<file path="src/rtl/adc_status_pkg.sv">
package adc_status_pkg;
  localparam int RATE_W = 3;

  typedef struct packed {
    logic loadResult;
    logic latchPending;
    logic loadCalRate;
  } dpStrobes_t;
endpackage

</file>
<file path="src/rtl/adc_status_ctrl.sv">
module adc_status_ctrl
  import adc_status_pkg::*;
(
  input  logic       clk,
  input  logic       rstN,
  input  logic       convStart,
  input  logic       convDone,
  input  logic       dataRead,
  input  logic       calBusy,
  input  logic       gainSat,
  output dpStrobes_t strobes,
  output logic       readyFlag,
  output logic       busyFlag,
  output logic       sysOrFlag,
  output logic       converting,
  output logic       armed
);
  logic calBusyQ;

  always_comb begin
    strobes.loadResult   = convDone;
    strobes.latchPending = convStart;
    strobes.loadCalRate  = calBusyQ & ~calBusy;
  end

  assign busyFlag = converting | calBusy;

  always_ff @(posedge clk or negedge rstN) begin
    if (!rstN) begin
      converting <= 1'b0;
      calBusyQ   <= 1'b0;
      sysOrFlag  <= 1'b0;
    end else begin
      calBusyQ  <= calBusy;
      sysOrFlag <= gainSat;
      if (convStart)     converting <= 1'b1;
      else if (convDone) converting <= 1'b0;
    end
  end

  always_ff @(posedge clk or negedge rstN) begin
    if (!rstN) begin
      readyFlag <= 1'b0;
      armed     <= 1'b0;
    end else if (convDone) begin
      readyFlag <= 1'b1;
      armed     <= 1'b0;
    end else if (convStart && (armed || dataRead)) begin
      readyFlag <= 1'b0;
      armed     <= 1'b0;
    end else if (dataRead && converting) begin
      readyFlag <= 1'b0;
      armed     <= 1'b0;
    end else if (dataRead && readyFlag) begin
      armed <= 1'b1;
    end
  end
endmodule

</file>
<file path="src/rtl/adc_status_dp.sv">
module adc_status_dp
  import adc_status_pkg::*;
#(
  parameter int DATA_W = 24,
  parameter int RAW_W  = 28
) (
  input  logic                     clk,
  input  logic                     rstN,
  input  dpStrobes_t               strobes,
  input  logic signed [RAW_W-1:0]  rawResult,
  input  logic [RATE_W-1:0]        rateCode,
  output logic [DATA_W-1:0]        dataReg,
  output logic                     overFlag,
  output logic                     underFlag,
  output logic [RATE_W-1:0]        rateField
);
  localparam logic signed [RAW_W-1:0] MAX_CODE = (RAW_W'(1) <<< (DATA_W-1)) - RAW_W'(1);
  localparam logic signed [RAW_W-1:0] MIN_CODE = -(RAW_W'(1) <<< (DATA_W-1));

  logic [RATE_W-1:0] pendingRate;
  logic              isOver, isUnder;
  logic [DATA_W-1:0] clipped;

  always_comb begin
    isOver  = rawResult > MAX_CODE;
    isUnder = rawResult < MIN_CODE;
    if (isOver)       clipped = MAX_CODE[DATA_W-1:0];
    else if (isUnder) clipped = MIN_CODE[DATA_W-1:0];
    else              clipped = rawResult[DATA_W-1:0];
  end

  always_ff @(posedge clk or negedge rstN) begin
    if (!rstN) begin
      dataReg     <= '0;
      overFlag    <= 1'b0;
      underFlag   <= 1'b0;
      rateField   <= '0;
      pendingRate <= '0;
    end else begin
      if (strobes.latchPending) pendingRate <= rateCode;
      if (strobes.loadResult) begin
        dataReg   <= clipped;
        overFlag  <= isOver;
        underFlag <= isUnder;
        rateField <= pendingRate;
      end else if (strobes.loadCalRate) begin
        rateField <= rateCode;
      end
    end
  end
endmodule

</file>
<file path="src/rtl/adc_status_reg.sv">
module adc_status_reg
  import adc_status_pkg::*;
#(
  parameter int DATA_W = 24,
  parameter int RAW_W  = 28
) (
  input  logic                    clk,
  input  logic                    rstN,
  input  logic                    convStart,
  input  logic                    convDone,
  input  logic signed [RAW_W-1:0] rawResult,
  input  logic [RATE_W-1:0]       rateCode,
  input  logic                    calBusy,
  input  logic                    gainSat,
  input  logic                    dataRead,
  output logic [DATA_W-1:0]       dataReg,
  output logic [7:0]              statusByte
);
  dpStrobes_t        strobes;
  logic              readyFlag, busyFlag, sysOrFlag, converting, armed;
  logic              overFlag, underFlag;
  logic [RATE_W-1:0] rateField;

  adc_status_ctrl u_ctrl (
    .clk, .rstN, .convStart, .convDone, .dataRead, .calBusy, .gainSat,
    .strobes, .readyFlag, .busyFlag, .sysOrFlag, .converting, .armed
  );

  adc_status_dp #(.DATA_W(DATA_W), .RAW_W(RAW_W)) u_dp (
    .clk, .rstN, .strobes, .rawResult, .rateCode,
    .dataReg, .overFlag, .underFlag, .rateField
  );

  assign statusByte = {sysOrFlag, rateField, overFlag, underFlag, busyFlag, readyFlag};
endmodule

</file>
<file path="config.mk">
export PLATFORM = sky130hd
export DESIGN_NAME = adc_status_reg
export DESIGN_NICKNAME = d
export VERILOG_FILES = /design/src/rtl/adc_status_pkg.sv /design/src/rtl/adc_status_ctrl.sv /design/src/rtl/adc_status_dp.sv /design/src/rtl/adc_status_reg.sv
export SDC_FILE = /design/constraint.sdc
export NUM_CORES = 1
export LEC_CHECK = 0
export BUFFER_PORTS_ARGS = -buffer_cell sky130_fd_sc_hd__buf_2
export CAP_MARGIN = 10
export CORE_MARGIN = 2
export CORE_UTILIZATION = 45
export CTS_BUF_LIST = sky130_fd_sc_hd__clkbuf_16
export CTS_CLUSTER_DIAMETER = 80
export DETAILED_ROUTE_END_ITERATION = 8
export PLACE_DENSITY = 0.79
export SETUP_SLACK_MARGIN = 0.3
export SLEW_MARGIN = 30
export SYNTH_ARGS = -nofsm -noshare
export SYNTH_HDL_FRONTEND = slang
export SYNTH_SLANG_ARGS = --single-unit
</file>
<file path="constraint.sdc">
create_clock -name clk -period 1.2 [get_ports clk]
set_clock_uncertainty 0.1 [all_clocks]
set_input_delay 0.06 -clock clk [delete_from_list [all_inputs] [get_ports clk]]
set_output_delay 0.06 -clock clk [all_outputs]
set_load 0.02 [all_outputs]
</file>
==> flow_metrics.py, run 1 <==
metrics = {
    "worst_setup_path": {
        "critPathKind": "register to output pin",
        "max_stage_delay_ns": 0.37,
        "crit_arrival_ns": 1.01,
        "worst-path-buf-inv": 1,
        "crit_path_end_kind": "output pin",
        "path_delay_family": "flip-flops",
        "crit_chain": "or2_4 > buf_6",
        "startpoint": "u_ctrl.converting$_DFFE_PN0P_",
        "cp_slowest_cell": "dfrtp_1",
        "startpoint_type": "register",
        "worstPathRequired_ns": 1.04,
        "cp_max_fo": 2,
        "reg2reg_from": "u_ctrl.converting$_DFFE_PN0P_",
    },
    "drt": {
        "drt-initial-drc-count": 39,
        "vias": 1396,
        "firstDrtPassIters": 4,
        "drt-total-wl_um": 4555,
        "drt-vias-per-instance": 5.170,
        "wire_per_inst_um": 16.87,
        "drtAntennaViolNets": 0,
        "post-route-drc-count": 0,
    },
    "global_route": {
        "grt_pass1_vias": 1559,
        "grt_pass1_wl_um": 7403,
        "antenna_found_initial": 0,
        "grt_start_max_net_pins": 33,
        "grt-ovfl-total": 0,
        "grt_usage_pct": 24.44,
    },
    "power_and_ir_drop": {
        "p_clk_share_pct": 37.6,
        "p_int_mw": 2.873,
        "p_switching_mw": 0.9938,
        "powerDensity_nw_per_um2": 1435,
        "vdd_drop_max_mv": 1.112,
        "leakagePower_nw": 1.276,
        "power_frac_comb_pct": 24.3,
        "power_frac_seq_pct": 38.0,
        "sw_frac_of_total_pct": 25.70,
    },
    "cts": {
        "clk_pin_slew_ns": 0.06,
        "clockBufferDepth": 2,
        "ctsHtreeMaxLevel": 2,
        "tritoncts": "yes",
        "clk_latency_ns": 0.28,
        "cts_sinks": 37,
        "cts_buffers": 5,
        "cts_hold_buffers": 20,
        "cts_root_buffer": "clkbuf_16",
    },
    "sta": {
        "rsz0062_at_grt": "yes",
        "finalSetupTns_ns": 0,
        "max_slew.worst_pin.slew_ns": 0.3280,
        "timing.hold.ws_ns": -0.06662,
        "finalMaxSlewViolations": 0,
        "finalCritPeriodShare_pct": 97.53,
        "finalHoldViolCount": 13,
        "max_freq_mhz": 854.4,
        "relSlewSlack_pct": 78.13,
        "setup_viol": 0,
        "final.min_clock_period_ns": 1.170,
    },
    "logic_synthesis": {
        "synth_seq_area_share_pct": 57.54,
        "synthMuxAreaShare_pct": 4.666,
        "synth_top_family_by_area": "compound AO/OA/AOI/OAI gates",
        "synth_seq_cells": 37,
        "synth_fa_ha_area_share_pct": 0,
        "syn-num-nets": 165,
        "ys_warn_count": 0,
        "synth.cell_area_um2": 1609,
        "synth_xor_area_share_pct": 0,
        "synth-simple-area-share_pct": 13.53,
        "yosysUniqueCellTypes": 21,
        "syn_inst": 127,
        "synth_compound_area_share_pct": 18.04,
        "syn_area_per_cell_um2": 12.67,
    },
    "status": {
        "outcome": "complete, but fails checks",
        "violations": "hold timing",
    },
    "floorplanning": {
        "initial_core_util_pct": 47.47,
        "io-pin-count": 70,
        "rows": 21,
        "core_um2": 3390,
        "dieArea_um2": 4070,
        "die_w_um": 63.80,
        "dieHeight_um": 63.80,
    },
    "placed_design": {
        "gp_congestion": 0.6643,
        "io_buffer_count": 69,
        "dp_hpwl_um": 2674,
        "dpl_cell_area_um2": 2018,
    },
    "cells_and_area": {
        "fillers": 196,
        "drive_gt1_share_pct": 46.88,
        "synthToLayoutAreaGrowth_pct": 67.42,
        "antenna_cells": 0,
        "utilization_pct": 79.48,
        "fin_area_um2": 2694,
        "fin_nets": 261,
    },
    "run": {
        "cap_violations": 0,
    },
    "min_path": {
        "hold_start": "rateCode[1]",
        "hold_class": "primary input to register",
    },
}
[repair_timing]
item                       4_1_cts  5_1_grt
setup buffers                    4        5
gates resized for setup         68       10
hold endpoints to repair        69       12
setup endpoints to repair       60       83
pin swaps                        3        4
[per-stage QoR]
stage	total power [mW]	hold slack [ns]	std cells	setup slack (ns)
floorplan	1.861	-0.3356	127	0.1092
global route	4.030	-0.05993	270	-0.002922
finish	3.867	-0.06662	270	0.02960
CTS	3.839	-0.06747	266	0.02516
detailed placement	2.131	-0.06926	234	-0.09411
global placement	2.096	-0.07605	234	-0.03693
[Yosys cell counts, drive strengths merged]
cell type	instances	area, um^2
mux2i	3	30.03
inv	1	3.750
a21oi	1	5.000
a21o	4	30.03
o21ai	5	25.02
buf	10	77.57
a311o	23	230.2
nor3	2	15.01
and2b	7	52.55
nand2b	1	6.260
nor4	1	12.51
mux2	4	45.04
dfrtp	37	925.9
clkbuf	5	18.77
or2	1	6.260
nand2	5	18.77
nor2b	16	100.1
nand4	1	6.260
[cell type report]
| class | instances | area, um^2 | share of cell area, % |
|---|---|---|---|
| clock buffers | 5 | 125.1 | 4.645 |
| clock inverters | 3 | 41.29 | 1.533 |
| inverters | 1 | 3.754 | 0.1393 |
| multi-input cells | 74 | 629.4 | 23.36 |
| flip-flops and latches | 37 | 927.1 | 34.42 |
| well taps | 46 | 57.56 | 2.137 |
| repair buffers | 104 | 909.6 | 33.77 |
[final timing paths]
kind                                              endpoint  slack, ns  cells after the start
max                                          statusByte[1]       0.03                      2
min                        u_dp.pendingRate[1]$_DFFE_PN0P_      -0.07                      2
max reg2reg                   u_ctrl.readyFlag$_DFFE_PN0P_       0.07                      5
min reg2reg                  u_dp.rateField[0]$_DFFE_PN0P_       0.39                      2
max in group asynchronous     u_ctrl.readyFlag$_DFFE_PN0P_       0.47                      3
min in group asynchronous       u_ctrl.sysOrFlag$_DFF_PN0_       0.14                      2
[worst register-to-register path: stages, from the launching register on]
cell	delay (ns)
dfrtp_1	0.37
buf_4	0.14
buf_6	0.11
a21o_1	0.17
o21ai_1	0.08
a21o_1	0.12
[placed cells by master, fill, tap and decap left out, types with 2 or more instances in the layout]
| cell type | netlist | routed |
|---|---|---|
| a311o_1 | 23 | 23 |
| dfrtp_1 | 37 | 36 |
| a21o_1 | 4 | 4 |
| nor2b_1 | 16 | 14 |
| buf_12 | 0 | 3 |
| mux2_2 | 4 | 3 |
| buf_2 | 2 | 36 |
| o21ai_1 | 0 | 4 |
| nor2b_4 | 0 | 2 |
| buf_6 | 2 | 35 |
| dlygate4sd3_1 | 0 | 18 |
| nor3_2 | 1 | 2 |
| clkbuf_16 | 0 | 5 |
| nand2_1 | 5 | 5 |
| buf_4 | 6 | 10 |
| and2b_1 | 7 | 7 |
| mux2i_1 | 3 | 3 |
[metal layers]
metal / GRT usage, % / routed length [um] / up-vias
met3: 8.451 / 264 / 5
met5: 0 / 0 / -
met1: 24.44 / 1629 / 684
met4: 6.522 / 29 / 0
met2: 47.14 / 2632 / 54
li1: - / - / 653
[logic make-up after synthesis]
kind of cell           Yosys count
AOI/OAI and AO/OA               33
buffers and inverters           16
DFF                             37
muxes                            7
and+or+nand+nor                 34
[state kept, by name, summed over array words and instances (netlist names)]
| register | cells |
|---|---|
| u_dp.dataReg | 24 |
| u_dp.pendingRate | 3 |
| u_dp.rateField | 3 |
| u_ctrl.armed | 1 |
| u_ctrl.calBusyQ | 1 |
| u_ctrl.converting | 1 |
| u_ctrl.readyFlag | 1 |
| u_ctrl.sysOrFlag | 1 |
| u_dp.overFlag | 1 |
| u_dp.underFlag | 1 |
[power by group through the flow]
stage	registers (mW)	logic (mW)	clock network, mW
2_1_floorplan	1.59	0.272	0
3_3_place_gp	1.46	0.640	0
3_5_place_dp	1.46	0.668	0
4_1_cts	1.47	0.885	1.48
5_1_grt	1.48	1.01	1.54
6_report	1.47	0.941	1.46
Power figures use the tool's default switching activity.
==> run 2, diff against run 1 <==
==> constraint.sdc (replaced) <==
create_clock -name clk -period 1.2 [get_ports clk]
set_clock_uncertainty 0.1 [all_clocks]
set_input_delay 0.24 -clock clk [delete_from_list [all_inputs] [get_ports clk]]
set_output_delay 0.24 -clock clk [all_outputs]
set_load 0.02 [all_outputs]
==> flow_metrics.py, run 2 (same netlist as run 1, synthesis figures left out) <==
metrics = {
    "drt": {
        "drtAntennaViolNets": 0,
        "post-route-drc-count": 0,
        "firstDrtPassIters": 4,
        "routed.top_layer": "met4",
        "drt-vias-per-instance": 5.270,
        "wire_per_inst_um": 15.96,
        "vias": 1349,
        "dr_wl_met3_um": 271,
        "drt-total-wl_um": 4087,
        "met1Wirelength_um": 1575,
        "drt-initial-drc-count": 76,
        "dr_wl_met2_um": 2131,
    },
    "floorplanning": {
        "rows": 21,
        "initial_core_util_pct": 47.47,
        "dieArea_um2": 4070,
        "io-pin-count": 70,
        "dieHeight_um": 63.80,
        "core_um2": 3390,
        "die_w_um": 63.80,
    },
    "cts": {
        "clk_latency_ns": 0.28,
        "ctsHtreeMaxLevel": 2,
        "clk_pin_slew_ns": 0.05,
        "cts_sinks": 37,
        "clockBufferDepth": 2,
        "cts_root_buffer": "clkbuf_16",
        "tritoncts": "yes",
        "cts_buffers": 5,
    },
    "worst_setup_path": {
        "max_stage_delay_ns": 0.37,
        "startpoint_type": "register",
        "cp_slowest_cell": "dfrtp_1",
        "crit_path_end_kind": "output pin",
        "reg2reg_depth": 5,
        "cp_max_fo": 2,
        "timing.reg2reg.setup_slack_ns": 0.05,
        "crit_chain": "or2_4 > buf_6",
        "timing.rr.end": "u_ctrl.readyFlag$_DFFE_PN0P_",
        "reg2reg_from": "u_ctrl.converting$_DFFE_PN0P_",
        "crit_arrival_ns": 1.01,
        "critPathKind": "register to output pin",
        "worstPathRequired_ns": 0.86,
    },
    "status": {
        "outcome": "complete, but fails checks",
        "violations": "setup timing",
    },
    "global_route": {
        "grt_usage_pct": 22.44,
        "grt_pass1_vias": 1412,
        "grt-ovfl-total": 0,
        "antenna_found_initial": 0,
        "grt_start_max_net_pins": 38,
        "grt_pass1_wl_um": 6789,
    },
    "cells_and_area": {
        "top_register": "u_dp.dataReg",
        "fin_area_um2": 2584,
        "mostFrequentLayoutCells": "37 x buf_6, 37 x dfrtp_1, 34 x buf_2",
        "reg.largest.list": "u_dp.dataReg x24, u_dp.pendingRate x3, u_dp.rateField x3",
        "fin_nets": 247,
        "instances_no_fill": 256,
        "antenna_cells": 0,
        "synthToLayoutAreaGrowth_pct": 60.58,
        "largest_register_ffs": 24,
        "drive_gt1_share_pct": 51.43,
    },
    "sta": {
        "relSlewSlack_pct": 65.59,
        "timing.hold.ws_ns": 0.01117,
        "finalSetupTns_ns": -0.1509,
        "finalCritPeriodShare_pct": 112.6,
        "setup_ws_ns": -0.1509,
        "final.min_clock_period_ns": 1.351,
        "finalHoldViolCount": 0,
        "rsz0062_at_grt": "yes",
        "setup_viol": 1,
        "max_freq_mhz": 740.2,
        "finalMaxSlewViolations": 0,
        "max_slew.worst_pin.slew_ns": 0.5144,
    },
    "placed_design": {
        "dp_cells": 233,
        "gp_congestion": 0.7360,
        "dp_hpwl_um": 2531,
        "io_buffer_count": 69,
        "dpl_cell_area_um2": 2006,
    },
    "min_path": {
        "holdPathEnd": "u_ctrl.calBusyQ$_DFF_PN0_",
        "hold_start": "calBusy",
        "holdPathStages": 1,
        "hold_class": "primary input to register",
    },
    "power_and_ir_drop": {
        "powerDensity_nw_per_um2": 1556,
        "vdd_drop_max_mv": 0.9080,
        "leakagePower_nw": 1.214,
        "power_mw": 4.021,
    },
    "run": {
        "cap_violations": 0,
    },
}
==> run 2: final cells by class <==
class                   count  area, um^2
clock inverters             3       65.06
well taps                  46       57.56
multi-input cells          76       654.4
inverters                   1       3.754
flip-flops and latches     37       925.9
repair buffers             88       752.0
clock buffers               5       125.1
fillers                   235       805.8
==> run 2: worst max-delay path by stage <==
stage / startpoint / end / slack [ns] / depth (start not counted)
after floorplan: rawResult[26] / u_dp.dataReg[10]$_DFFE_PN0P_ / -0.05 / 4
after global placement: convDone / u_dp.dataReg[15]$_DFFE_PN0P_ / -0.27 / 4
after detailed placement: rawResult[25] / u_dp.dataReg[11]$_DFFE_PN0P_ / -0.38 / 4
after CTS: u_ctrl.converting$_DFFE_PN0P_ / statusByte[1] / -0.16 / 2
after global routing: u_ctrl.converting$_DFFE_PN0P_ / statusByte[1] / -0.17 / 2
final: u_ctrl.converting$_DFFE_PN0P_ / statusByte[1] / -0.15 / 2
==> run 2: layer usage <==
metal / track usage (%) / vias up
met2: 36.33 / 59
met5: 0 / -
met4: 12.23 / 0
met1: 27.68 / 645
li1: - / 633
met3: 5.282 / 12
==> run 2: worst max-delay path, delay by kind of cell (launching register included) <==
kind / cells / cell delay (ns)
buf+inv: 1 / 0.13
simple gates: 1 / 0.23
flops: 1 / 0.37
==> run 2: through the flow <==
step           worst slack [ns]  util [%]
3_3_place_gp            -0.2669     59.17
2_1_floorplan          -0.05060         -
4_1_cts                 -0.1570     74.57
6_report                -0.1509     76.23
5_1_grt                 -0.1745     76.23
3_5_place_dp            -0.3810     59.17
==> run 2: what timing repair did <==
action                     CTS  global route
hold buffers                 2             0
setup endpoints to repair   60            64
buffers inserted             7             4
hold endpoints to repair    38             0
gates resized for setup     74             8
gates cloned                 2             0
pin swaps                    5             2
==> run 2: power by group <==
group,switching (mW),internal [mW]
Sequential,0.0929,1.38
Combinational,0.401,0.486
Clock,0.476,1.19
Total,0.970,3.05
